## src/rtl/atapi_pkg.sv

```systemverilog
// Package: shared constants and types for the ATAPI command intake block.
// Assumes 8-bit task-file registers and one-hot status bit positions.
package atapi_pkg;

    typedef enum logic [1:0] {
        TF_IDLE  = 2'd0,
        TF_CMDWR = 2'd1,
        TF_BUSY  = 2'd2
    } tf_state_t;

    localparam logic [7:0] OP_NOP     = 8'h00;
    localparam logic [7:0] OP_DEVRST  = 8'h08;
    localparam logic [7:0] OP_PACKET  = 8'hA0;
    localparam logic [7:0] OP_SETFEAT = 8'hEF;
    localparam logic [7:0] FEAT_XMODE = 8'h03;

    localparam logic [7:0] SB_BSY  = 8'h80;
    localparam logic [7:0] SB_DRDY = 8'h40;
    localparam logic [7:0] SB_SERV = 8'h10;
    localparam logic [7:0] SB_DRQ  = 8'h08;
    localparam logic [7:0] SB_CHK  = 8'h01;

    localparam logic [7:0] RST_STATUS = 8'h50;
    localparam logic [7:0] RST_ERROR  = 8'h01;
    localparam logic [7:0] RST_COUNT  = 8'h01;
    localparam logic [7:0] RST_BCLO   = 8'h81;
    localparam logic [7:0] RST_BCHI   = 8'hEB;
    localparam logic [7:0] RST_SECTOR = 8'h14;

    localparam logic [7:0] IRSN_CMD    = 8'h01;
    localparam logic [7:0] STAT_FAIL   = 8'h51;
    localparam logic [7:0] ERR_ABORTED = 8'h04;
    localparam logic [7:0] SENSE_TAG   = 8'hF0;

endpackage

```

## src/rtl/atapi_pkt_collect.sv

```systemverilog
// Module: gathers PIO words into one packet and holds it for the executor.
// Assumes wr_en is asserted only in the command-write phase; flush is
// asserted on every command write and drops any partial or offered packet.
module atapi_pkt_collect #(
    parameter int PKT_BYTES = 12
) (
    input  logic                   clk,
    input  logic                   rst_n,
    input  logic                   flush,
    input  logic                   wr_en,
    input  logic [15:0]            wr_word,
    input  logic                   ready,
    output logic                   pkt_valid,
    output logic [PKT_BYTES*8-1:0] pkt_data,
    output logic                   done
);
    localparam int NWORDS = PKT_BYTES / 2;
    localparam int IDX_W  = $clog2(NWORDS + 1);

    logic [IDX_W-1:0] widx;

    assign done = wr_en && (widx == IDX_W'(NWORDS - 1));

    // Word index: restarts on flush and after the last word.
    always_ff @(posedge clk) begin
        if (!rst_n)      widx <= '0;
        else if (flush)  widx <= '0;
        else if (wr_en)  widx <= done ? '0 : widx + 1'b1;
    end

    for (genvar k = 0; k < NWORDS; k++) begin : g_word
        logic [15:0] word_q;
        // Word storage: captures the data word addressed by the index.
        always_ff @(posedge clk) begin
            if (!rst_n)                                  word_q <= '0;
            else if (wr_en && widx == IDX_W'(k))         word_q <= wr_word;
        end
        assign pkt_data[16*k +: 16] = word_q;
    end

    // Offer flag: set on the last word, cleared by acceptance or flush.
    always_ff @(posedge clk) begin
        if (!rst_n)                   pkt_valid <= 1'b0;
        else if (flush)               pkt_valid <= 1'b0;
        else if (done)                pkt_valid <= 1'b1;
        else if (pkt_valid && ready)  pkt_valid <= 1'b0;
    end

endmodule

```

## src/rtl/atapi_sense_regs.sv

```systemverilog
// Module: sense byte bank loaded from a completion code.
// Assumes SENSE_BYTES is at least 9 so bytes 0, 2 and 8 exist.
module atapi_sense_regs #(
    parameter int SENSE_BYTES = 10
) (
    input  logic                     clk,
    input  logic                     rst_n,
    input  logic                     clear,
    input  logic                     load,
    input  logic [15:0]              code,
    output logic [SENSE_BYTES*8-1:0] sense
);
    import atapi_pkg::*;

    // Sense bank: cleared on reset or device reset, filled on completion.
    always_ff @(posedge clk) begin
        if (!rst_n || clear) begin
            sense <= '0;
        end else if (load) begin
            sense[0*8 +: 8] <= SENSE_TAG;
            sense[2*8 +: 8] <= code[7:0];
            sense[8*8 +: 8] <= code[15:8];
        end
    end

endmodule

```

## src/rtl/atapi_irq_ctrl.sv

```systemverilog
// Module: tracks one pending interrupt and emits raise/clear pulses.
// Assumes a command write clears the pending request before any new raise.
module atapi_irq_ctrl (
    input  logic clk,
    input  logic rst_n,
    input  logic clear_req,
    input  logic raise_req,
    output logic irq_raise,
    output logic irq_clear
);
    logic pending;

    // Pending flag and pulse generation, raise taking precedence.
    always_ff @(posedge clk) begin
        if (!rst_n) begin
            pending   <= 1'b0;
            irq_raise <= 1'b0;
            irq_clear <= 1'b0;
        end else begin
            irq_raise <= 1'b0;
            irq_clear <= 1'b0;
            if (raise_req) begin
                if (!pending || clear_req) irq_raise <= 1'b1;
                pending <= 1'b1;
            end else if (clear_req) begin
                if (pending) irq_clear <= 1'b1;
                pending <= 1'b0;
            end
        end
    end

endmodule

```

## src/rtl/atapi_cmd_intake.sv

```systemverilog
// Module: task-file command state machine with packet intake.
// Assumes one host access class per strobe; a command write has priority
// over a completion code presented in the same cycle.
module atapi_cmd_intake #(
    parameter int PKT_BYTES   = 12,
    parameter int SENSE_BYTES = 10
) (
    input  logic                     clk,
    input  logic                     rst_n,
    input  logic                     cmd_we,
    input  logic [7:0]               cmd_data,
    input  logic                     feat_we,
    input  logic [7:0]               feat_data,
    input  logic                     cnt_we,
    input  logic [7:0]               cnt_data,
    input  logic                     pio_we,
    input  logic [15:0]              pio_data,
    output logic                     pkt_valid,
    input  logic                     pkt_ready,
    output logic [PKT_BYTES*8-1:0]   pkt_data,
    input  logic                     res_valid,
    input  logic [15:0]              res_code,
    output logic [7:0]               status,
    output logic [7:0]               error,
    output logic [7:0]               count,
    output logic [7:0]               bcnt_lo,
    output logic [7:0]               bcnt_hi,
    output logic [7:0]               sector,
    output logic [SENSE_BYTES*8-1:0] sense,
    output logic [4:0]               xfer_class,
    output logic                     irq_raise,
    output logic                     irq_clear
);
    import atapi_pkg::*;

    tf_state_t  state, n_state;
    logic [7:0] feature, n_feature;
    logic [7:0] n_status, n_error, n_count, n_bclo, n_bchi, n_sector;
    logic [4:0] n_xclass;
    logic       wr_en, pkt_done, res_take, raise_req, dev_reset;

    // Intake gating: data words only count in the command-write phase.
    always_comb begin
        wr_en     = pio_we && (state == TF_CMDWR) && !cmd_we;
        res_take  = res_valid && !cmd_we && (state == TF_BUSY) && !pkt_valid;
        dev_reset = cmd_we && (cmd_data == OP_DEVRST);
        raise_req = (cmd_we && (cmd_data == OP_NOP || cmd_data == OP_SETFEAT))
                 || (res_take && res_code != 16'h0000);
    end

    atapi_pkt_collect #(.PKT_BYTES(PKT_BYTES)) u_collect (
        .clk       (clk),
        .rst_n     (rst_n),
        .flush     (cmd_we),
        .wr_en     (wr_en),
        .wr_word   (pio_data),
        .ready     (pkt_ready),
        .pkt_valid (pkt_valid),
        .pkt_data  (pkt_data),
        .done      (pkt_done)
    );

    atapi_sense_regs #(.SENSE_BYTES(SENSE_BYTES)) u_sense (
        .clk   (clk),
        .rst_n (rst_n),
        .clear (dev_reset),
        .load  (res_take),
        .code  (res_code),
        .sense (sense)
    );

    atapi_irq_ctrl u_irq (
        .clk       (clk),
        .rst_n     (rst_n),
        .clear_req (cmd_we),
        .raise_req (raise_req),
        .irq_raise (irq_raise),
        .irq_clear (irq_clear)
    );

    // Next-state: register writes, packet end, completion, then command.
    always_comb begin
        n_state   = state;
        n_feature = feat_we ? feat_data : feature;
        n_status  = status;
        n_error   = error;
        n_count   = cnt_we ? cnt_data : count;
        n_bclo    = bcnt_lo;
        n_bchi    = bcnt_hi;
        n_sector  = sector;
        n_xclass  = xfer_class;

        if (pkt_done) begin
            n_state  = TF_BUSY;
            n_status = (status & ~SB_DRQ) | SB_BSY;
        end

        if (res_take) begin
            n_state = TF_IDLE;
            n_error = {res_code[3:0], 4'h0};
            if (res_code != 16'h0000) n_status = STAT_FAIL;
            else                      n_status = status & ~(SB_BSY | SB_CHK);
        end

        if (cmd_we) begin
            case (cmd_data)
                OP_NOP: begin
                    n_state  = TF_IDLE;
                    n_status = STAT_FAIL;
                    n_error  = ERR_ABORTED;
                end
                OP_DEVRST: begin
                    n_state   = TF_IDLE;
                    n_status  = RST_STATUS;
                    n_error   = RST_ERROR;
                    n_count   = RST_COUNT;
                    n_bclo    = RST_BCLO;
                    n_bchi    = RST_BCHI;
                    n_sector  = RST_SECTOR;
                    n_feature = 8'h00;
                end
                OP_PACKET: begin
                    n_state  = TF_CMDWR;
                    n_status = SB_DRDY | SB_DRQ;
                    n_error  = {6'b0, feature[1:0]};
                    n_count  = IRSN_CMD;
                end
                OP_SETFEAT: begin
                    if (feature == FEAT_XMODE) n_xclass = count[7:3];
                end
                default: ;
            endcase
            if (cmd_data != OP_NOP)
                n_status = (n_status | SB_DRDY | SB_SERV) & ~SB_CHK;
        end
    end

    // Task-file registers: reset image or next-state values.
    always_ff @(posedge clk) begin
        if (!rst_n) begin
            state      <= TF_IDLE;
            feature    <= 8'h00;
            status     <= RST_STATUS;
            error      <= RST_ERROR;
            count      <= RST_COUNT;
            bcnt_lo    <= RST_BCLO;
            bcnt_hi    <= RST_BCHI;
            sector     <= RST_SECTOR;
            xfer_class <= 5'd0;
        end else begin
            state      <= n_state;
            feature    <= n_feature;
            status     <= n_status;
            error      <= n_error;
            count      <= n_count;
            bcnt_lo    <= n_bclo;
            bcnt_hi    <= n_bchi;
            sector     <= n_sector;
            xfer_class <= n_xclass;
        end
    end

endmodule

```

## config.mk

```make
export PLATFORM = sky130hd
export DESIGN_NAME = atapi_cmd_intake
export DESIGN_NICKNAME = d
export VERILOG_FILES = /design/src/rtl/atapi_pkg.sv /design/src/rtl/atapi_pkt_collect.sv /design/src/rtl/atapi_sense_regs.sv /design/src/rtl/atapi_irq_ctrl.sv /design/src/rtl/atapi_cmd_intake.sv
export SDC_FILE = /design/constraint.sdc
export NUM_CORES = 1
export LEC_CHECK = 0
export BUFFER_PORTS_ARGS = -buffer_cell sky130_fd_sc_hd__buf_2
export CAP_MARGIN = 20
export CORE_UTILIZATION = 40
export CTS_CLUSTER_DIAMETER = 50
export DETAILED_ROUTE_END_ITERATION = 8
export PLACE_DENSITY = 0.7
export RECOVER_POWER = 50
export SKIP_CTS_REPAIR_TIMING = 1
export SLEW_MARGIN = 15
export SYNTH_ARGS = -nofsm -noshare
export SYNTH_HDL_FRONTEND = slang
export SYNTH_SLANG_ARGS = --single-unit
```

## constraint.sdc

```tcl
create_clock -name clk -period 1.73 [get_ports clk]
set_input_delay 0.2595 -clock clk [delete_from_list [all_inputs] [get_ports clk]]
set_output_delay 0.2595 -clock clk [all_outputs]
set_load 0.01 [all_outputs]
```

After elaboration in Yosys (flattened, before gate mapping). Index checks and enable logic that the tools add are counted.

Output and inout bits: 232. Logic and storage cells: 93. Register bits after elaboration: 162.

Reductions and logical operators: 35. Equality and inequality tests: 11. Mux-type cells: 26. Bitwise logic cells: 2. Add/subtract/negate cells: 1.

Operators with widths (number): 8-bit 2-to-1 mux (11); 8-bit one-hot mux with 3 select lines (2); 8-bit equality test, second input constant (2); 16-bit nonzero test (1); 1-bit logical AND (15); 7-bit 2-to-1 mux (2); 8-bit by 2-bit equality test with 1-bit output, second input constant (1); 8-bit by 4-bit equality test with 1-bit output, second input constant (1); 8-bit zero test (1); 8-bit nonzero test (1); 3-bit by 2-bit equality test with 1-bit output, second input constant (2); 3-bit equality test, second input constant (2); 1-bit 2-to-1 mux (6); 2-bit 2-to-1 mux (3); 2-bit OR reduction (3); 1-bit zero test (4); 1-bit logical OR (4); 2-bit one-hot mux with 2 select lines (1); 2-bit nonzero test (2); 3-bit by 1-bit adder with 3-bit output, second input constant (1); 3-bit by 1-bit equality test with 1-bit output, second input constant (1); 3-bit zero test (1); 3-bit 2-to-1 mux (1); 3-bit AND reduction (1); other kinds (5) (6).

Depth between registers and ports, before layout. Gate-level depths: netlist of run 1.

Depth in word-level cells: 9. Depth in mapped cells: 7.

By module. From an unflattened synthesis of run 1, not the netlist that was laid out.

Cell total of the unflattened synthesis: 699. Area total of the unflattened synthesis: 6528.8 um2.

By module, submodules not included: atapi_pkt_collect (area each 3569.7 um2, cells an instance 382, instances 1); atapi_cmd_intake (area each 1761.7 um2, cells an instance 189, instances 1); atapi_sense_regs (area each 1098.6 um2, cells an instance 120, instances 1); atapi_irq_ctrl (area each 98.8 um2, cells an instance 8, instances 1).

Worst setup path after synthesis of run 1. No wires, ideal clock.

Path kind: register -> register. Start: register u_collect.pkt_valid. End: register error[1]. Buffers on the path: 1. Slack: 0.230 ns. Library setup time: 0.117 ns. Required time: 1.613 ns. Arrival time: 1.383 ns. Cell stages (with the launch flop): 5. Cells stage by stage: dfxtp_1 > or4_1 > clkbuf_1 > and2_1 > a32o_1.

Longest elaborated chain between the ends: 5.

Ends and longest elaborated chain: start: declaration (RTL line atapi_pkt_collect.sv:13) `output logic pkt_valid,`; start signal: assignment (RTL line atapi_pkt_collect.sv:43) `if (!rst_n) pkt_valid <= 1'b0;`; start signal: assignment (RTL line atapi_pkt_collect.sv:44) `else if (flush) pkt_valid <= 1'b0;`; start signal: assignment (RTL line atapi_pkt_collect.sv:45) `else if (done) pkt_valid <= 1'b1;`; 1-bit zero test * (RTL line atapi_cmd_intake.sv:45) `res_take = res_valid && !cmd_we && (state == TF_BUSY) && !pkt_valid;`; 1-bit logical AND * (RTL line atapi_cmd_intake.sv:45); 8-bit 2-to-1 mux * (RTL line atapi_cmd_intake.sv:98) `if (res_take) begin`; 8-bit one-hot mux with 3 select lines (RTL line atapi_cmd_intake.sv:106) `case (cmd_data)`; 8-bit 2-to-1 mux * (RTL line atapi_cmd_intake.sv:105) `if (cmd_we) begin`; end signal: assignment (RTL line atapi_cmd_intake.sv:154) `error <= n_error;`; end: declaration (RTL line atapi_cmd_intake.sv:24) `output logic [7:0] error,`.

Every way passes the cells marked *; elsewhere a longest branch is shown, timed or not. A chain may end at the register's enable or synchronous reset.

Worst setup path in the final report of run 1.
Start: register state[0]. End: register u_collect.g_word[4].word_q[10].

Longest elaborated chain between the ends: 4.

Ends and longest elaborated chain: start: declaration (RTL line atapi_cmd_intake.sv:36) `tf_state_t state, n_state;`; start signal: assignment (RTL line atapi_cmd_intake.sv:151) `state <= n_state;`; 2-bit by 1-bit equality test with 1-bit output (RTL line atapi_cmd_intake.sv:44) `wr_en = pio_we && (state == TF_CMDWR) && !cmd_we;`; 1-bit logical AND (2 in a row) (RTL line atapi_cmd_intake.sv:44); 1-bit logical AND (RTL line atapi_pkt_collect.sv:36) `else if (wr_en && widx == IDX_W'(k)) word_q <= wr_word;`; end signal: assignment (RTL line atapi_pkt_collect.sv:36); end: declaration (RTL line atapi_pkt_collect.sv:32) `logic [15:0] word_q;`.

Every way passes these cells.

==> impl_metrics.toml, run 1 <==
[global_route]
grt_pass1_wl_um = 25900
grt_pass1_vias = 4829
grt_max_degree = 103
antenna_found_initial = 1
grt-ovfl-total = 0
grt_use_total_pct = 20.6

[sta]
clock_skew_ps = 9.57
period_share_pct = 90.9
tightest_slew_ps = 533
rsz0062_at_grt = "no"
fmax_mhz = 636
period_needed_ps = 1570
setup_slack_ps = 158
tns_ps = 0
hold_viol_final = 0
holdWs_ps = 41.7
maxSlewViolCount = 0
maxSlewHeadroom_pct = 64.5
setup_viol = 0

[clock_network]
clk_latency_ps = 430
cts_tree = "yes"
cts_max_path_buffers = 2
cts_sinks = 159
cts_root_buffer = "clkbuf_16"
path_clk_slew_ps = 60
htreeDepth = 4
cts_made_buffers = 17

[worst_setup_path]
cp_slowest_stage_delay_ps = 410
crit_path_cell_trace = "and4bb_4, buf_4, and3_1, buf_4, nand2_1, a21oi_1"
crit_type = "reg -> reg"
crit_slowest_cell = "dfxtp_1"
cp-end-kind = "register"
crit_arrival_ps = 1920
cp.required_ps = 2080
crit_path_max_fanout = 16
worst_path_most_repeated_cell = "buf_4"
critPathLaunchType = "register"

[cells_and_area]
layout.cells.non_filler = 1214
area_growth_pct = 23.4
final_layout_size_suffix_gt1_share_pct = 14.1
nets = 1059
finish.utilization_pct = 51.4
fin_area_mm2 = 0.00793
num_antenna_cells = 0

[synthesis]
seq_area_frac_synth_pct = 49.5
synth_compound_area_share_pct = 12.2
synth-seq-cells = 159
async_reset_ff_share_pct = 0
synth-simple-area-share_pct = 21.0
synth_fa_ha_area_share_pct = 0.973
syn_avg_cell_area_um2 = 8.25
synth_mux_area_share_pct = 2.49
syn_area_mm2 = 0.00643
synth-edff-count = 0
synth_ff_type = "dfxtp_1"
synth_xor_area_share_pct = 0.136
syn-instance-count = 779
yosysWarnings = 0
synth_cell_types = 43
synth_top_family_by_area = "simple AND/OR/NAND/NOR gates"

[detailed_routing]
avgRoutedWirePerCell_um = 14.1
drt-total-wl_um = 17100
dr.pass1.iters = 4
via_per_inst = 4.68
postRouteAntennaNets = 0
vias = 5679
drt_iter0_drc = 400
drc = 0

[pwr]
power_density_mw_per_mm2 = 1010
power_mw = 8.01
irDropWorstVdd_mv = 0.690
power.leakage_nw = 3.05

[floorplanning]
core-area_mm2 = 0.0154
fp-row-count = 45
die_h_um = 129
die_w_um = 129
start_util_pct = 41.7
dieArea_mm2 = 0.0166
io_pins = 296

[placed_design]
gp_congestion = 0.809
hpwlAfterDp_um = 12100
placed_cell_area_mm2 = 0.00749
dp.cells = 1179
dp_slack_ps = 64.2
io_buffers = 211

[run]
cap_violations = 0

[min_path]
min-delay-path-class = "in -> reg"

[outcome]
status = "finished clean"
==> Yosys cell counts, drive strengths merged (2+ instances only) <==
cell / count / area [um^2]
dfxtp: 159 / 3180
ha: 5 / 62.6
nor2: 24 / 90.1
and2: 3 / 18.8
buf: 107 / 767
mux2i: 16 / 160
a21oi: 128 / 641
clkbuf: 21 / 80.1
nand4: 3 / 18.8
a211o: 3 / 26.3
inv: 6 / 22.5
and3: 9 / 56.3
nor2b: 2 / 12.5
nor3: 5 / 25.0
o21ai: 9 / 52.6
nand2: 238 / 896
nand3: 11 / 75.1
nand2b: 3 / 18.8
conb: 2 / 7.51
and4: 2 / 17.5
nor4: 8 / 68.8
==> layout make-up <==
| type | count | area, um^2 |
|---|---|---|
| Timing Repair Buffer | 238 | 1150 |
| Sequential cell | 159 | 3180 |
| Clock inverter | 12 | 171 |
| Inverter | 6 | 23.8 |
| Clock buffer | 20 | 447 |
| Multi-Input combinational cell | 568 | 2690 |
| Tap cell | 211 | 264 |
| Fill cell | 1555 | 7500 |
==> cells in the final DEF (no fill, tap or decap), types with 2 or more instances in the layout <==
cell type,instances
nand2_1,237
dfxtp_1,159
clkbuf_1,140
a21oi_1,128
conb_1,84
buf_2,75
nor2_1,24
buf_4,18
clkbuf_16,17
mux2i_1,16
and3_1,9
o21ai_0,9
nand3_1,7
nor4_1,6
buf_12,6
inv_1,5
nor3_1,5
ha_1,5
nand2b_1,3
nand4_1,3
nand3_2,3
a211o_1,3
inv_6,3
bufinv_16,3
inv_8,3
nor2b_1,2
and2_1,2
clkinv_2,2
and4_1,2
==> where the power goes <==
part | switching, mW | internal [mW] | total [mW]
logic | 0.267 | 0.103 | 0.370
clock network | 1.59 | 2.35 | 3.94
registers | 0.0158 | 3.68 | 3.70
==> worst max-delay path, delay by kind of cell, from the launching register on <==
kind | cells | cell delay [ps]
AND/OR/NAND/NOR | 3 | 580
flip-flops | 1 | 410
buffers and inverters | 2 | 380
AO/OA/AOI/OAI | 1 | 140
==> flip-flops by register name, summed over array words and instances, names as in the netlist, 2 cells and up, named ones only <==
| signal | count |
|---|---|
| u_collect.g_word.word_q | 96 |
| status | 5 |
| state | 2 |
| xfer_class | 5 |
| u_sense.sense | 17 |
| error | 8 |
| u_collect.widx | 3 |
| feature | 8 |
| count | 8 |
==> per-layer routing <==
metal	vias up	wire length (um)	GRT usage [%]
li1	2812	-	-
met5	-	17	0
met2	234	8160	32.9
met3	24	1380	7.03
met1	2607	7360	26.0
met4	2	207	6.51
==> path summary, 6_finish.rpt <==
path	startpoint	to	slack (ps)	cells after the start
max	state[0]	u_collect.g_word[4].word_q[10]	160	6
min	cnt_data[0]	count[0]	40	2
max reg2reg	state[0]	u_collect.g_word[4].word_q[10]	160	6
min reg2reg	u_sense.sense[17]	u_sense.sense[17]	450	2
==> cells by family (layout without fill, tap and decap cells) <==
family / count (synthesis) / count (layout)
AND/OR/NAND/NOR: 314 / 314
AO/OA/AOI/OAI: 148 / 148
flip-flops: 159 / 159
multiplexers: 16 / 16
buffers and inverters: 134 / 276
adder cells (fa/ha/maj): 5 / 5
other: 2 / 84
XOR/XNOR: 1 / 1
(Power assumes the default switching activity.)
==> inputs of run 2 (changes only) <==
- clock period: 1.73 -> 1.46 ns (I/O delays scaled with it)
==> impl_metrics.toml, run 2 (synthesis results as in run 1) <==
[global_route]
antenna_found_initial = 0
grt_pass1_wl_um = 26300
grt-ovfl-total = 0
grt_pass1_vias = 5120
grt_use_total_pct = 20.7
grt_max_degree = 86

[floorplanning]
core-area_mm2 = 0.0154
dieArea_mm2 = 0.0166
start_util_pct = 41.7
io_pins = 296
die_h_um = 129
die_w_um = 129
fp-row-count = 45

[worst_setup_path]
cp-end-kind = "register"
rr_worst_depth = 3
cp.required_ps = 1770
crit_arrival_ps = 1750
rr_startpoint = "u_collect.pkt_valid"
crit_path_max_fanout = 4
r2r_slack_ps = 20
critPathLaunchType = "register"
crit_type = "reg -> reg"
reg2reg_to = "error[0]"

[clock_network]
clk_latency_ps = 420
cts_max_path_buffers = 2
cts_made_buffers = 17
cts_sinks = 159
htreeDepth = 4
cts_root_buffer = "clkbuf_16"
cts_tree = "yes"
path_clk_slew_ps = 60

[sta]
rsz0062_at_grt = "yes"
clock_skew_ps = 6.91
setup_viol = 0
fmax_mhz = 694
period_needed_ps = 1440
period_share_pct = 98.8
hold_viol_final = 0
maxSlewViolCount = 0
setup_slack_ps = 18.2

[cells_and_area]
layout_commonest_cell = "nand2_1"
final_layout_size_suffix_gt1_share_pct = 18.9
largest_reg_flops = 96
reg_top3 = "u_collect.g_word.word_q x96, u_sense.sense x17"
most-common-layout-cells = "nand2_1 (232), dfxtp_1 (155), a21oi_1 (126)"
area_growth_pct = 29.5
layout.cells.non_filler = 1234
fillers = 1504
nets = 1079
fin_area_mm2 = 0.00833
top_register = "u_collect.g_word.word_q"
num_antenna_cells = 0

[detailed_routing]
drt-total-wl_um = 17300
wl_met2_um = 8500
wl_met3_um = 1000
dr.pass1.iters = 5
avgRoutedWirePerCell_um = 14.0
drc = 0
highest_layer = "met4"
drt_iter0_drc = 290
met1_length_um = 7310
postRouteAntennaNets = 0
via_per_inst = 4.70
vias = 5799

[outcome]
status = "finished clean"

[placed_design]
placed_cell_area_mm2 = 0.00766
dp_slack_ps = -119
gp_congestion = 0.801
io_buffers = 211
hpwlAfterDp_um = 12300
dp.cells = 1193

[run]
cap_violations = 0

[min_path]
whs_path_depth = 2
hold_end = "count[0]"
hold_start = "cnt_data[0]"
min-delay-path-class = "in -> reg"

[pwr]
power_density_mw_per_mm2 = 1170
power.leakage_nw = 3.30
power_mw = 9.77
irDropWorstVdd_mv = 0.859
-- run 2: worst max-delay path: stages (launching register included) --
cell and delay (ps):
dfxtp_4 360, or4_1 570, and2_4 200, a22o_1 220
-- run 2: how the worst max path moves through the flow --
| stage | from | endpoint | slack [ps] |
|---|---|---|---|
| 6_report | u_collect.pkt_valid | error[0] | 20 |
| 5_1_grt | state[1] | u_sense.sense[22] | -40 |
| 4_1_cts | state[1] | u_collect.g_word[5].word_q[11] | -40 |
| 3_5_place_dp | res_code[2] | u_irq.irq_clear | -120 |
| 3_3_place_gp | res_code[2] | u_irq.irq_clear | -60 |
| 2_1_floorplan | u_collect.pkt_valid | error[0] | 20 |
-- run 2: layout make-up --
type                            count  area [um^2]  area share, %
Sequential cell                   159         3190           38.3
Timing Repair Buffer              257         1440           17.3
Tap cell                          211          264           3.17
Clock inverter                     12          204           2.45
Clock buffer                       20          467           5.60
Multi-Input combinational cell    569         2740           32.9
Inverter                            6         23.8          0.285
-- run 2: per-stage QoR --
stage	utilization, %	hold WS, ps	setup TNS [ps]
final	54.0	8.61	0
after global routing	54.0	0.0379	-573
after CTS	54.0	-8.57	-445
after detailed placement	49.7	430	-498
after global placement	49.7	421	-280
after floorplan	-	341	0
-- run 2: where the power goes --
| part | switching [mW] | leakage (nW) | total, mW | internal [mW] |
|---|---|---|---|---|
| combinational | 0.324 | 1.69 | 0.463 | 0.139 |
| clock | 1.74 | 0.328 | 4.93 | 3.19 |
| sequential | 0.0194 | 1.29 | 4.38 | 4.36 |
-- run 2: routing by layer --
layer / vias up / global-route usage (%)
met5: - / 0
met4: 0 / 9.34
met3: 28 / 5.61
met2: 215 / 34.5
met1: 2704 / 25.0
li1: 2852 / -
